==> src/rtl/cr_pkg.sv <==
`timescale 1ns/1ps
package cr_pkg;
  localparam int unsigned NUM_FIELDS = 8;
  localparam int unsigned FIELD_W    = 4;
  localparam int unsigned CR_W       = NUM_FIELDS * FIELD_W;
  localparam int unsigned IDX_W      = $clog2(CR_W);
  localparam int unsigned FSEL_W     = $clog2(NUM_FIELDS);
  localparam int unsigned POS_W      = $clog2(FIELD_W);

  typedef logic [FIELD_W-1:0] nib_t;

  // nibble bit positions (LSB = 0)
  localparam int unsigned NB_LT = 3;
  localparam int unsigned NB_GT = 2;
  localparam int unsigned NB_EQ = 1;
  localparam int unsigned NB_SO = 0;
endpackage

==> src/rtl/cr_bit_sel.sv <==
`timescale 1ns/1ps
module cr_bit_sel
  import cr_pkg::*;
(
  input  logic [IDX_W-1:0]  idx_i,
  output logic [FSEL_W-1:0] field_o,
  output logic [POS_W-1:0]  nib_bit_o
);
  // big-endian: position p within field maps to nibble bit FIELD_W-1-p
  assign field_o   = idx_i[IDX_W-1:POS_W];
  assign nib_bit_o = POS_W'(FIELD_W - 1) - idx_i[POS_W-1:0];
endmodule

==> src/rtl/cr_rec_gen.sv <==
`timescale 1ns/1ps
module cr_rec_gen
  import cr_pkg::*;
#(
  parameter int unsigned RES_W = 32
) (
  input  logic [RES_W-1:0] result_i,
  input  logic             so_i,
  output nib_t             nib_o
);
  logic neg, zero;
  assign neg  = result_i[RES_W-1];
  assign zero = (result_i == '0);

  always_comb begin
    nib_o        = '0;
    nib_o[NB_LT] = neg;
    nib_o[NB_GT] = ~neg & ~zero;
    nib_o[NB_EQ] = zero;
    nib_o[NB_SO] = so_i;
  end
endmodule

==> src/rtl/cr_field_slot.sv <==
`timescale 1ns/1ps
module cr_field_slot
  import cr_pkg::*;
(
  input  logic             clk_i,
  input  logic             rst_ni,
  input  logic             rec_we_i,
  input  nib_t             rec_nib_i,
  input  logic             fld_en_i,
  input  nib_t             fld_nib_i,
  input  logic             bit_hit_i,
  input  logic [POS_W-1:0] bit_pos_i,
  input  logic             bit_val_i,
  output nib_t             nib_o
);
  nib_t nib_q, nib_d;

  always_comb begin
    nib_d = nib_q;
    if (rec_we_i)       nib_d = rec_nib_i;
    else if (fld_en_i)  nib_d = fld_nib_i;
    else if (bit_hit_i) nib_d[bit_pos_i] = bit_val_i;
  end

  always_ff @(posedge clk_i or negedge rst_ni) begin
    if (!rst_ni) nib_q <= '0;
    else         nib_q <= nib_d;
  end

  assign nib_o = nib_q;

  AST_SLOT_REC_WINS: assert property (@(posedge clk_i) disable iff (!rst_ni)
    rec_we_i |=> nib_q == $past(rec_nib_i));
  AST_SLOT_FLD_LOAD: assert property (@(posedge clk_i) disable iff (!rst_ni)
    (fld_en_i && !rec_we_i) |=> nib_q == $past(fld_nib_i));
  AST_SLOT_HOLD: assert property (@(posedge clk_i) disable iff (!rst_ni)
    (!rec_we_i && !fld_en_i && !bit_hit_i) |=> $stable(nib_q));
endmodule

==> src/rtl/cr_field_file.sv <==
`timescale 1ns/1ps
module cr_field_file
  import cr_pkg::*;
(
  input  logic             clk_i,
  input  logic             rst_ni,
  input  logic             bit_we_i,
  input  logic [IDX_W-1:0] bit_idx_i,
  input  logic             bit_val_i,
  input  logic             fld_we_i,
  input  logic [NUM_FIELDS-1:0] fld_mask_i,
  input  logic [CR_W-1:0]  fld_word_i,
  input  logic             rec_we_i,
  input  logic [CR_W-1:0]  rec_result_i,
  input  logic             so_i,
  input  logic [IDX_W-1:0] rd_idx_i,
  output logic             rd_bit_o,
  output logic [CR_W-1:0]  cr_o
);
  logic [FSEL_W-1:0] wr_field, rd_field;
  logic [POS_W-1:0]  wr_pos, rd_pos;
  nib_t              rec_nib;
  nib_t              fld_q [NUM_FIELDS];

  cr_bit_sel u_wr_sel (.idx_i(bit_idx_i), .field_o(wr_field), .nib_bit_o(wr_pos));
  cr_bit_sel u_rd_sel (.idx_i(rd_idx_i),  .field_o(rd_field), .nib_bit_o(rd_pos));

  cr_rec_gen #(.RES_W(CR_W)) u_rec (
    .result_i(rec_result_i), .so_i(so_i), .nib_o(rec_nib)
  );

  for (genvar n = 0; n < NUM_FIELDS; n++) begin : g_field
    localparam int unsigned LSB = FIELD_W * (NUM_FIELDS - 1 - n);
    cr_field_slot u_slot (
      .clk_i     (clk_i),
      .rst_ni    (rst_ni),
      .rec_we_i  (rec_we_i && (n == 0)),
      .rec_nib_i (rec_nib),
      .fld_en_i  (fld_we_i && fld_mask_i[NUM_FIELDS-1-n]),
      .fld_nib_i (fld_word_i[LSB +: FIELD_W]),
      .bit_hit_i (bit_we_i && (wr_field == FSEL_W'(n))),
      .bit_pos_i (wr_pos),
      .bit_val_i (bit_val_i),
      .nib_o     (fld_q[n])
    );
    assign cr_o[LSB +: FIELD_W] = fld_q[n];
  end

  assign rd_bit_o = fld_q[rd_field][rd_pos];

  AST_REC_ONE_FLAG: assert property (@(posedge clk_i) disable iff (!rst_ni)
    rec_we_i |=> $countones(cr_o[CR_W-1 -: 3]) == 1);
  AST_REC_SO_COPY: assert property (@(posedge clk_i) disable iff (!rst_ni)
    rec_we_i |=> cr_o[CR_W-FIELD_W] == $past(so_i));
  AST_BIT_ONLY_ONE: assert property (@(posedge clk_i) disable iff (!rst_ni)
    (bit_we_i && !fld_we_i && !rec_we_i) |=>
      (((cr_o ^ $past(cr_o)) & ~({{(CR_W-1){1'b0}}, 1'b1} << (CR_W-1-$past(bit_idx_i)))) == '0)
      && (cr_o[CR_W-1-$past(bit_idx_i)] == $past(bit_val_i)));
  AST_RD_MATCH: assert property (@(posedge clk_i) disable iff (!rst_ni)
    rd_bit_o == cr_o[CR_W-1-rd_idx_i]);
endmodule

==> config.mk <==
export PLATFORM = sky130hd
export DESIGN_NAME = cr_field_file
export DESIGN_NICKNAME = d
export VERILOG_FILES = /design/src/rtl/cr_pkg.sv /design/src/rtl/cr_bit_sel.sv /design/src/rtl/cr_rec_gen.sv /design/src/rtl/cr_field_slot.sv /design/src/rtl/cr_field_file.sv
export SDC_FILE = /design/constraint.sdc
export NUM_CORES = 1
export LEC_CHECK = 0
export BUFFER_PORTS_ARGS = -buffer_cell sky130_fd_sc_hd__buf_2
export CAP_MARGIN = 10
export CORE_AREA = 2 2 98 100
export DETAILED_ROUTE_END_ITERATION = 10
export DIE_AREA = 0 0 100 102
export MAX_ROUTING_LAYER = met4
export PLACE_DENSITY_LB_ADDON = 0.05
export SLEW_MARGIN = 10
export SYNTH_ARGS = -nofsm -noshare
export SYNTH_HDL_FRONTEND = slang
export SYNTH_SLANG_ARGS = --single-unit
export TNS_END_PERCENT = 100
==> constraint.sdc <==
create_clock -name clk_i -period 1.4 [get_ports clk_i]
set_clock_uncertainty 0.15 [all_clocks]
set_input_delay 0.07 -clock clk_i [delete_from_list [all_inputs] [get_ports clk_i]]
set_output_delay 0.07 -clock clk_i [all_outputs]
set_load 0.02 [all_outputs]
Word-level counts from Yosys, hierarchy flattened
Cells that the tools add are included.
{ "classes": {"n_reduce_logical": 27, "n_eq_ne": 7, "bitwise": 4, "magnitude_cmp": 4, "addsub": 2, "n_mux": 32} }
{ "op_table": {"columns": ["op", "n"], "rows": [
  ["$mux W4", 19],
  ["$bwmux W4", 8],
  ["$logic_not A32 Y1", 1],
  ["$logic_and A1 B1 Y1", 17],
  ["$reduce_bool A2 Y1", 7],
  ["$bmux W4 S3", 1],
  ["$eq A3 B3 Y1 const B", 4],
  ["$eq A3 B2 Y1 const B", 2],
  ["$lt A2 B3 Y1 const B", 2],
  ["$ge A4 B4 Y1 const B", 1],
  ["$not A3 Y4", 1],
  ["$sub A2 B2 Y2 const A", 2],
  ["$eq A3 B1 Y1 const B", 1],
  ["$logic_not A3 Y1", 1],
  ["$reduce_bool A3 Y1", 1],
  ["$bmux W1 S2", 1],
  ["$demux W1 S2", 1],
  ["$ge A2 B1 Y1 const B", 1],
  ["$mux W1", 2],
  ["$not A1 Y1", 2],
  ["$and A1 B1 Y1", 1]
]} }
{ "word_totals": {"regBits": 32, "elab_cells": 84, "input_bits": 89, "out_inout_bits": 33} }

Longest topological paths before layout
Gate-level depths: netlist (run 1).
{ "depth": {"word_depth": 9, "ltp_mapped": 7, "mapped_depth_nobuf": 5} }

Hierarchy
From an unflattened synthesis (run 1), not the netlist that was laid out.
{ "unflattened": {"hier_cells": 360, "hier_area_um2": 3245.6} }
{ "by_module_without_submodules": {"columns": ["module", "n_inst", "cells_per_inst", "seq_area_each_um2", "area_each_um2"], "rows": [
  ["cr_field_slot", 8, 34, 100.1, 330.3],
  ["cr_field_file", 1, 63, 0.0, 437.9],
  ["cr_rec_gen", 1, 15, 0.0, 105.1],
  ["cr_bit_sel", 2, 5, 0.0, 30.0]
]} }

Worst setup path after synthesis (run 1)
No wires, ideal clock.
{ "synth_timing": {"path_kind": "register -> output", "startpoint": "reg g_field[3].u_slot.nib_q[1]", "endpoint": "out rd_bit_o", "slack_ns": -0.047, "n_path_buf": 0, "required_time_ns": 1.180, "stages_incl_launch_ff": 6, "arrival_time_ns": 1.227, "path_cell_list": "dfrtp_1 -> mux2i_1 -> a22oi_1 -> nand4b_1 -> a21oi_1 -> a311o_1"} }
{ "synth_between": {"elab_chain_cells": 5} }
{ "synth_rtl": {"columns": ["element", "line", "text"], "rows": [
  ["start, declared", "cr_field_slot.sv:16", "nib_t nib_q, nib_d;"],
  ["start signal, assigned", "cr_field_slot.sv:27", "else nib_q <= nib_d;"],
  ["$bmux W4 S3", "cr_field_file.sv:49", "assign rd_bit_o = fld_q[rd_field][rd_pos];"],
  ["$mux W4 (implied by the code) (2 in series)", "cr_field_file.sv:49", null],
  ["$bmux W1 S2", "cr_field_file.sv:49", null],
  ["$mux W1 (implied by the code)", "cr_field_file.sv:49", null],
  ["end, declared", "cr_field_file.sv:17", "output logic rd_bit_o,"]
]} }
No other way between the ends. The select of a mux whose other input is x is not followed.

Final worst setup path (run 1)
{ "layout_timing": {"startpoint": "reg g_field[1].u_slot.nib_q[1]", "endpoint": "out rd_bit_o"} }
{ "layout_between": {"elab_chain_cells": 5} }
{ "layout_rtl": {"columns": ["element", "line"], "rows": [
  ["start, declared", "cr_field_slot.sv:16"],
  ["start signal, assigned", "cr_field_slot.sv:27"],
  ["$bmux W4 S3", "cr_field_file.sv:49"],
  ["$mux W4 (implied by the code) (2 in series)", "cr_field_file.sv:49"],
  ["$bmux W1 S2", "cr_field_file.sv:49"],
  ["$mux W1 (implied by the code)", "cr_field_file.sv:49"]
]} }
No other way between the ends. The select of a mux whose other input is x is not followed.

==> results.toml, run 1 <==
[run_status]
outcome = "finished with violations"
violations = "hold timing, setup timing"

[routing]
drt-vias-per-instance = 4.56
routed_wire_length_per_instance_um = 14.9
drt.antenna.violating_nets = 0
postRouteWirelength_um = 8490
dr.pass1.iters = 4
vias = 2592
detailedRoute.firstIterationViolations = 60
drc_violation_count_after_routing = 0

[pwr]
ir_worst_vdd_uv = 380
power_per_cell_area_nw_per_um2 = 818
power_uw = 3050
total_leakage_power_uw = 0.00182

[worst_setup_path]
reg2reg_slack_ns = 0.21
worstSetupStartpoint = "g_field[1].u_slot.nib_o[1]"
critical_path.max_fanout = 2
worst_setup_path_end_kind = "output port"
worst-r2r-cell-count = 3
timing.rr.start = "g_field[0].u_slot.nib_o[1]"
timing.critical_path.required_ns = 1.18
critPathCapture = "rd_bit_o"
cp_data_arrival_time_ns = 1.65
critical_path.reg2reg.endpoint = "g_field[0].u_slot.nib_o[1]"
crit_type = "flip-flop to output port"
crit_start_category = "flip-flop"

[synth]
synth_adder_area_share_pct = 0
ys.warnings.count = 0
fraction_of_synthesized_area_in_multiplexers_pct = 21.1
post_synthesis_simple_gate_area_fraction_pct = 27.1
area_of_the_mapped_netlist_um2 = 2220
ys_async_sr_fraction_pct = 100
synth_enable_flop_cells = 0
synth_compound_gate_area_share_pct = 12.3
netlist-cell-type-count = 32
synthesis.instances = 263
postSynth.topFlopCell = "sky130_fd_sc_hd__dfrtp_1"
ys_seq_area_share_pct = 36.1
largest_family_of_logic_cells_by_synthesized_area = "simple AND/OR/NAND/NOR gates"
synthesis.nets = 352
post_synth_xor_area_fraction_pct = 0
yosys_register_bits = 32
mean_area_per_synthesized_cell_um2 = 8.43

[timing]
hold_viol = 1
whs_ns = -0.00381
worst_slew_margin_rel_pct = 77.6
fmaxAchievable_mhz = 535
final_min_period_over_clock_period_pct = 134
postLayoutSetupSlackWorst_ns = -0.470
max_slew.worst_pin.slew_ns = 0.337
rsz0062_at_grt = "true"
finalCriticalPeriod_ns = 1.87
setup_viol = 1
report.final.slew_viol_count = 0

[global_route]
globalRouteTotalUtil_pct = 17.4
first_global_vias = 2542
grt_start_max_net_pins = 33
antenna_found_initial = 0
globalRoute.totalOverflow = 0
grt_first_pass_wirelength_um = 13100

[place]
place_hpwl_um = 6740
numPortBuffers = 121
place_congestion = 0.867

[floorplan]
die_outline_area_um2 = 10200
die_y_um = 102
row_count = 35
floorplan.core_area_um2 = 9110
ios = 122
die_width_um = 100
start_util_pct = 24.3

[final_layout]
finish.net_count = 546
syn2layout_area_growth_pct = 68.3
diodes = 0
largest_reg_flops = 32
share_of_post_route_cells_with_drive_strength_above_1_pct = 44.3

[cts]
clk-insertion-delay-late_ns = 0.28
htree_levels = 2
tritoncts_clock_tree = "built"
numClockSinks = 32
tritoncts.num_buffers = 5
clkTransAtPathRegs_ns = 0.08
cts-root-buf = "sky130_fd_sc_hd__clkbuf_8"
number_of_buffers_on_the_longest_clock_path = 2

[flow_run]
maxCapViolCount = 0

[min_path]
min_path_type = "primary input to flip-flop"
-- critical path: stages (launching register included) --
cell and delay [ns]:
sky130_fd_sc_hd__dfrtp_1 0.41, sky130_fd_sc_hd__mux2i_2 0.18, sky130_fd_sc_hd__a22oi_2 0.12, sky130_fd_sc_hd__nand4b_1 0.12, sky130_fd_sc_hd__a21oi_1 0.05, sky130_fd_sc_hd__a311o_1 0.31
sky130_fd_sc_hd__buf_2 0.17
-- layout make-up --
cell class	instances	area [um2]
fill	978	5380
multi-input combinational	214	1350
timing repair buffer	204	1340
sequential	32	811
tap	111	139
clock buffer	5	68.8
clock inverter	3	18.8
-- what timing repair did --
item                       CTS  global route
pin swaps                    0             0
setup endpoints to repair    1             1
hold endpoints to repair    61             0
hold buffers                30             0
resized for setup            0             3
buffers inserted             0             1
-- layer usage --
metal / GRT usage, % / vias to the layer above / part of all wire, %
li1: - / 1313 / -
met2: 28.0 / 88 / 45
met5: - / - / 0
met3: 2.46 / 6 / 5.0
met4: 3.79 / 0 / 1.0
met1: 23.3 / 1185 / 49
-- power breakdown --
group / internal, uW / leakage, uW / total, uW / switching (uW)
clock network: 347 / 0.0000479 / 742 / 395
logic: 582 / 0.00138 / 1180 / 597
registers: 1050 / 0.000385 / 1130 / 80.6
total: 1980 / 0.00182 / 3050 / 1070
-- kinds of logic after synthesis --
group | after synthesis
flops | 32
mux | 46
buf+inv | 17
simple gates | 122
compound gates | 46
-- layout by cell type (no fill, tap or decap), drive strengths merged, types with 2 or more instances in the layout --
cell and n:
nor4 10, nand2 47, buf 174, o21ai 31, a211oi 3, a22oi 5
a21oi 5, nor2 29, clkbuf 5, or2 2, nand4 3, nor3b 2
nand2b 4, nor2b 5, mux2 2, nand3 5, clkinv 3, mux2i 44
dfrtp 32, nand4b 4, dlygate4sd3 30, and2 9
-- synthesized netlist by cell type (2+ instances only) --
| library cell | n | area (um2) |
|---|---|---|
| sky130_fd_sc_hd__and2_1 | 9 | 56.3 |
| sky130_fd_sc_hd__nand4b_1 | 4 | 35.0 |
| sky130_fd_sc_hd__a21oi_1 | 5 | 25.0 |
| sky130_fd_sc_hd__nand3_1 | 5 | 25.0 |
| sky130_fd_sc_hd__o21ai_1 | 7 | 35.0 |
| sky130_fd_sc_hd__o21ai_2 | 2 | 17.5 |
| sky130_fd_sc_hd__mux2i_1 | 44 | 440 |
| sky130_fd_sc_hd__dfrtp_1 | 32 | 801 |
| sky130_fd_sc_hd__buf_2 | 7 | 35.0 |
| sky130_fd_sc_hd__nand2b_1 | 4 | 25.0 |
| sky130_fd_sc_hd__nand4_1 | 3 | 18.8 |
| sky130_fd_sc_hd__a211oi_1 | 2 | 15.0 |
| sky130_fd_sc_hd__nor2_2 | 2 | 12.5 |
| sky130_fd_sc_hd__nor2b_1 | 5 | 31.3 |
| sky130_fd_sc_hd__nand2_1 | 47 | 176 |
| sky130_fd_sc_hd__clkbuf_1 | 8 | 30.0 |
| sky130_fd_sc_hd__nor3b_2 | 2 | 25.0 |
| sky130_fd_sc_hd__o21ai_0 | 22 | 110 |
| sky130_fd_sc_hd__nor4_1 | 10 | 62.6 |
| sky130_fd_sc_hd__nor2_1 | 27 | 101 |
| sky130_fd_sc_hd__a22oi_1 | 5 | 37.5 |
-- metrics by stage --
| stage | area (um2) | setup slack, ns | utilization, % | instances | TNS, ns |
|---|---|---|---|---|---|
| 4_1_cts | 3710 | -0.491 | 40.7 | 568 | -0.491 |
| 3_5_place_dp | 3320 | -0.174 | 36.5 | 530 | -0.608 |
| 6_report | 3730 | -0.470 | 40.9 | 569 | -0.470 |
| 3_3_place_gp | 3320 | -0.120 | 36.5 | 530 | -0.477 |
| 2_1_floorplan | 2230 | 0.00143 | - | 263 | 0 |
| 5_1_grt | 3730 | -0.548 | 40.9 | 569 | -0.548 |
-- how the worst min path moves through the flow --
| stage | start | end | slack, ns | depth (start not counted) |
|---|---|---|---|---|
| 2_1_floorplan | rst_ni | g_field[0].u_slot.nib_o[0] | -0.38 | 0 |
| 3_3_place_gp | rst_ni | g_field[4].u_slot.nib_o[1] | -0.1 | 2 |
| 3_5_place_dp | rst_ni | g_field[4].u_slot.nib_o[1] | -0.10 | 2 |
| 4_1_cts | so_i | g_field[0].u_slot.nib_o[0] | 0.01 | 4 |
| 5_1_grt | so_i | g_field[0].u_slot.nib_o[0] | 0.04 | 4 |
| 6_report | so_i | g_field[0].u_slot.nib_o[0] | -0.004 | 4 |
Power figures use the tool's default switching activity.
==> run 2: changes to the inputs <==
Settings changed: ABC_AREA set to 1, CORE_AREA 2 2 98 100 to 2 2 99 101, DIE_AREA 0 0 100 102 to 0 0 101 103.
==> results.toml, run 2 <==
[floorplan]
die_outline_area_um2 = 10400
die_width_um = 101
die_y_um = 103
start_util_pct = 24.2
floorplan.core_area_um2 = 9460
ios = 122
row_count = 36

[timing]
rsz0062_at_grt = "true"
finalCriticalPeriod_ns = 1.59
worst_slew_margin_rel_pct = 74.2
setup_viol = 1
fmaxAchievable_mhz = 629
report.final.slew_viol_count = 0
postLayoutSetupSlackWorst_ns = -0.190
final_min_period_over_clock_period_pct = 114
hold_viol = 1
max_slew.worst_pin.slew_ns = 0.387
whs_ns = -0.0807

[routing]
drt.antenna.violating_nets = 0
wl_met3_um = 529
wl_met1_um = 4470
detailedRoute.firstIterationViolations = 113
routed_wire_length_per_instance_um = 14.9
drc_violation_count_after_routing = 0
drt-vias-per-instance = 4.71
highest_layer = "met4"
dr.pass1.iters = 4
postRouteWirelength_um = 9900
vias = 3135
met2WireLength_um = 4780

[final_layout]
filler_cell_count = 1062
finalNonFillerCells = 665
share_of_post_route_cells_with_drive_strength_above_1_pct = 37.7
finish.net_count = 639
layout.cells.most_common = "sky130_fd_sc_hd__buf_2"
largest_reg_flops = 32
syn2layout_area_growth_pct = 68.3
finish.utilization_pct = 40.7
diodes = 0
commonest_cells_after_routing_fill_and_taps_aside = "sky130_fd_sc_hd__buf_2, sky130_fd_sc_hd__nand2_1, sky130_fd_sc_hd__nand3_1"

[place]
dp.cells = 600
place_hpwl_um = 7620
place_congestion = 0.885
numPortBuffers = 121
dpl_worst_slack_ns = 0.00566

[synth]
postSynth.topFlopCell = "sky130_fd_sc_hd__dfrtp_1"
mean_area_per_synthesized_cell_um2 = 6.43
synth_top_area_cell = "sky130_fd_sc_hd__dfrtp_1"
synthesis.instances = 356
netlist-cell-type-count = 24
synthesis.nets = 445
yosys-top-cells-area = "sky130_fd_sc_hd__dfrtp_1, sky130_fd_sc_hd__nand2_1, sky130_fd_sc_hd__nand3_1"
yosys_register_bits = 32
ys_seq_area_share_pct = 35.0
area_of_the_mapped_netlist_um2 = 2290
ys.warnings.count = 0
list_of_most_frequent_post_synthesis_cells = "sky130_fd_sc_hd__nand2_1, sky130_fd_sc_hd__nand3_1, sky130_fd_sc_hd__nor2_1"
synth_enable_flop_cells = 0
yosysMostFrequentCell = "sky130_fd_sc_hd__nand2_1"
synth_top_cell_area_share_pct = 35.0
ys_async_sr_fraction_pct = 100

[global_route]
antenna_found_initial = 0
grt_start_max_net_pins = 20
globalRouteTotalUtil_pct = 20.0
globalRoute.totalOverflow = 0
grt_first_pass_wirelength_um = 15400
first_global_vias = 3066

[worst_setup_path]
critical_path.max_fanout = 3
cp_data_arrival_time_ns = 1.37
crit_start_category = "flip-flop"
worst_setup_path_end_kind = "output port"
timing.critical_path.required_ns = 1.18
crit_type = "flip-flop to output port"

[cts]
cts-root-buf = "sky130_fd_sc_hd__clkbuf_8"
tritoncts_clock_tree = "built"
numClockSinks = 32
number_of_buffers_on_the_longest_clock_path = 2
tritoncts.num_buffers = 5
clk-insertion-delay-late_ns = 0.28
clkTransAtPathRegs_ns = 0.07
htree_levels = 2

[pwr]
power_per_cell_area_nw_per_um2 = 811
total_leakage_power_uw = 0.00194
power_uw = 3130
ir_worst_vdd_uv = 325

[run_status]
violations = "hold timing, setup timing"
outcome = "finished with violations"

[min_path]
min_path_type = "primary input to flip-flop"

[flow_run]
maxCapViolCount = 0
## run 2: cell count changes after synthesis, sizes merged, moves of 6 or more
| cell | before | now |
|---|---|---|
| mux2i | 44 | 0 |
| o21ai | 31 | 13 |
| nand2 | 47 | 114 |
| nor4 | 10 | 0 |
| nand4 | 3 | 11 |
| nand3 | 5 | 68 |
| o211ai | 0 | 10 |
| o311ai | 0 | 6 |
| inv | 0 | 27 |
| a21oi | 5 | 12 |
| nor2 | 29 | 48 |
| clkbuf | 8 | 2 |
| and2 | 9 | 0 |
## run 2: worst max-delay path, stage by stage (launching register included)
cell and delay, ns:
sky130_fd_sc_hd__dfrtp_1 0.41, sky130_fd_sc_hd__nand2_1 0.10, sky130_fd_sc_hd__nand3_2 0.10, sky130_fd_sc_hd__nand3_2 0.08, sky130_fd_sc_hd__nand2_1 0.05, sky130_fd_sc_hd__nand2_1 0.05
sky130_fd_sc_hd__nand2_1 0.05, sky130_fd_sc_hd__nand2_2 0.06, sky130_fd_sc_hd__nand2_2 0.06, sky130_fd_sc_hd__buf_6 0.12
## run 2: cell families (layout without fill, tap and decap cells)
group                  Yosys count  count (layout)  share of synthesized area, %
buffers and inverters           37             232                          6.78
and+or+nand+nor                244             244                          46.5
DFF                             32              32                          35.0
AOI/OAI and AO/OA               43              43                          11.7
## run 2: what timing repair did
action                                  4_1_cts  5_1_grt
hold buffers                                 40        3
gates resized for setup                       5       19
endpoints found under the hold margin        64        4
setup buffers                                12        7
pin swaps                                     1       12
endpoints found under the setup margin        1        8
## run 2: final cells by class
class	instances	area, um2	share of cell area, %
inverter	28	106	2.76
multi-input combinational	287	1420	36.8
tap	114	143	3.70
timing repair buffer	196	1290	33.6
sequential	32	801	20.8
clock buffer	8	90.1	2.34
## run 2: per-stage QoR
step           TNS (ns)  area, um2
3_5_place_dp          0       3150
2_1_floorplan         0       2290
6_report         -0.190       3850
5_1_grt          -0.285       3850
3_3_place_gp          0       3150
4_1_cts          -0.186       3750
## run 2: final timing paths
check                                      startpoint  cells after the start  slack (ns)                         end
hold reg to reg            g_field[2].u_slot.nib_o[0]                      2        0.42  g_field[2].u_slot.nib_o[0]
min in group asynchronous                      rst_ni                      2        0.09  g_field[6].u_slot.nib_o[1]
hold / removal                          fld_mask_i[5]                      3       -0.08  g_field[2].u_slot.nib_o[0]
max in group asynchronous                      rst_ni                      3        0.56  g_field[5].u_slot.nib_o[1]
setup reg to reg           g_field[5].u_slot.nib_o[2]                      4        0.30  g_field[5].u_slot.nib_o[2]
setup / recovery           g_field[2].u_slot.nib_o[2]                      9       -0.19                    rd_bit_o
## run 2: report_power, final
group          internal (uW)  switching [uW]
Combinational            545             674
Clock                    402             358
Sequential              1050             101
## run 2: per-layer routing
metal,vias to the layer above,track usage (%)
met3,10,3.86
met1,1437,24.8
met2,97,34.0
met5,-,-
li1,1591,-
met4,0,4.57
==> run 3: changes to the inputs <==
Settings changed: REMOVE_ABC_BUFFERS set to 1.
==> results.toml, run 3 (synthesized netlist as in run 2, its figures left out) <==
[run_status]
outcome = "finished with violations"
violations = "hold timing, setup timing"

[worst_setup_path]
reg2reg_slack_ns = 0.32
crit_start_category = "flip-flop"
timing.critical_path.required_ns = 1.18
cp_data_arrival_time_ns = 1.35
critical_path.max_fanout = 2
worst_setup_path_end_kind = "output port"
crit_type = "flip-flop to output port"
critical_path.reg2reg.endpoint = "g_field[6].u_slot.nib_o[0]"
timing.rr.start = "g_field[6].u_slot.nib_o[0]"
worstSetupStartpoint = "g_field[7].u_slot.nib_o[3]"
critPathCapture = "rd_bit_o"
worst-r2r-cell-count = 4

[floorplan]
die_outline_area_um2 = 10400
start_util_pct = 24.2
die_y_um = 103
row_count = 36
die_width_um = 101
floorplan.core_area_um2 = 9460
ios = 122

[timing]
report.final.slew_viol_count = 0
finalCriticalPeriod_ns = 1.57
fmaxAchievable_mhz = 636
max_slew.worst_pin.slew_ns = 0.351
hold_viol = 1
setup_viol = 1
whs_ns = -0.0712
worst_slew_margin_rel_pct = 76.6
rsz0062_at_grt = "true"
postLayoutSetupSlackWorst_ns = -0.173
final_min_period_over_clock_period_pct = 112

[cts]
numClockSinks = 32
clkTransAtPathRegs_ns = 0.07
clk-insertion-delay-late_ns = 0.29
tritoncts_clock_tree = "built"
number_of_buffers_on_the_longest_clock_path = 2
tritoncts.num_buffers = 5
htree_levels = 2
cts-root-buf = "sky130_fd_sc_hd__clkbuf_8"

[final_layout]
diodes = 0
filler_cell_count = 1034
finish.net_count = 654
finalNonFillerCells = 680
share_of_post_route_cells_with_drive_strength_above_1_pct = 38.9
syn2layout_area_growth_pct = 73.1
largest_reg_flops = 32
commonest_cells_after_routing_fill_and_taps_aside = "sky130_fd_sc_hd__buf_2, sky130_fd_sc_hd__nand2_1, sky130_fd_sc_hd__nand3_1"
layout.cells.most_common = "sky130_fd_sc_hd__buf_2"
fin_area_um2 = 3960

[place]
dp.cells = 606
place_hpwl_um = 7520
dpl-instance-area_um2 = 3180
place_congestion = 0.912
numPortBuffers = 121

[routing]
vias = 3140
drt.antenna.violating_nets = 0
dr.pass1.iters = 4
detailedRoute.firstIterationViolations = 115
routed_wire_length_per_instance_um = 14.5
drc_violation_count_after_routing = 0
postRouteWirelength_um = 9860
drt-vias-per-instance = 4.62

[global_route]
first_global_vias = 3038
grt_first_pass_wirelength_um = 15200
globalRoute.totalOverflow = 0
grt_start_max_net_pins = 33
antenna_found_initial = 0
globalRouteTotalUtil_pct = 19.8

[pwr]
power_uw = 3180
ir_worst_vdd_uv = 309
power_per_cell_area_nw_per_um2 = 802
total_leakage_power_uw = 0.00201

[min_path]
min_path_type = "primary input to flip-flop"

[flow_run]
maxCapViolCount = 0
-- run 3: cell types whose count changed in the layout (fill, tap and decap cells not counted) --
cell,delta
sky130_fd_sc_hd__nand2_2,-2
sky130_fd_sc_hd__dlygate4sd3_1,+2
sky130_fd_sc_hd__buf_4,+14
sky130_fd_sc_hd__nand2_1,+2
sky130_fd_sc_hd__nand3_2,+2
sky130_fd_sc_hd__inv_2,-1
sky130_fd_sc_hd__o21ai_1,-1
sky130_fd_sc_hd__inv_1,+1
sky130_fd_sc_hd__buf_12,-1
sky130_fd_sc_hd__o21ai_0,+1
sky130_fd_sc_hd__nand3_1,-2
-- run 3: worst min-delay path by stage --
stage / from / endpoint / slack, ns / cells after the start
after floorplan: rst_ni / g_field[0].u_slot.nib_o[0] / -0.38 / 0
after global placement: rst_ni / g_field[2].u_slot.nib_o[3] / -0.1 / 2
after detailed placement: rst_ni / g_field[2].u_slot.nib_o[3] / -0.1 / 2
after CTS: fld_mask_i[1] / g_field[6].u_slot.nib_o[3] / 0.01 / 4
after global routing: fld_mask_i[5] / g_field[2].u_slot.nib_o[2] / 0.02 / 3
final: fld_mask_i[5] / g_field[2].u_slot.nib_o[2] / -0.07 / 3
-- run 3: area by class of cell --
type,instances,area (um2),share of cell area (%)
inverter,28,106,2.68
tap,114,143,3.60
clock buffer,8,90.1,2.27
timing repair buffer,211,1400,35.3
multi-input combinational,287,1420,35.9
sequential,32,801,20.2
-- run 3: metal layers --
| metal | global-route usage, % | vias up | share of wire (%) |
|---|---|---|---|
| met3 | 2.51 | 8 | 3.9 |
| met5 | - | - | 0 |
| li1 | - | 1617 | - |
| met1 | 25.2 | 1422 | 46 |
| met2 | 33.5 | 93 | 49 |
| met4 | 4.68 | 0 | 1.3 |
-- run 3: timing repair --
action / CTS / global route
hold endpoints to repair: 64 / 5
gates resized for setup: 18 / 4
hold buffers: 43 / 4
setup endpoints to repair: 1 / 8
buffers inserted: 23 / 3
pin swaps: 14 / 4
-- run 3: report_power, final --
part | total, uW | switching (uW) | internal [uW]
clock network | 774 | 372 | 402
logic | 1280 | 697 | 586
registers | 1120 | 77.4 | 1050
-- run 3: critical path: stages (launching register included) --
cell                      delay (ns)
sky130_fd_sc_hd__dfrtp_1        0.37
sky130_fd_sc_hd__nand2_1        0.11
sky130_fd_sc_hd__nand3_2        0.11
sky130_fd_sc_hd__nand3_1        0.09
sky130_fd_sc_hd__nand2_1        0.06
sky130_fd_sc_hd__nand2_1        0.05
sky130_fd_sc_hd__nand2_1        0.05
sky130_fd_sc_hd__nand2_1        0.05
sky130_fd_sc_hd__nand2_1        0.05
sky130_fd_sc_hd__buf_6          0.13
-- run 3: per-stage QoR --
stage / util [%] / setup WS [ns] / setup TNS, ns
detailed placement: 33.6 / -0.000640 / -0.000640
global placement: 33.6 / -0.0123 / -0.0123
CTS: 41.8 / -0.162 / -0.162
finish: 41.9 / -0.173 / -0.173
global route: 41.9 / -0.275 / -0.275
floorplan: - / 0.176 / 0
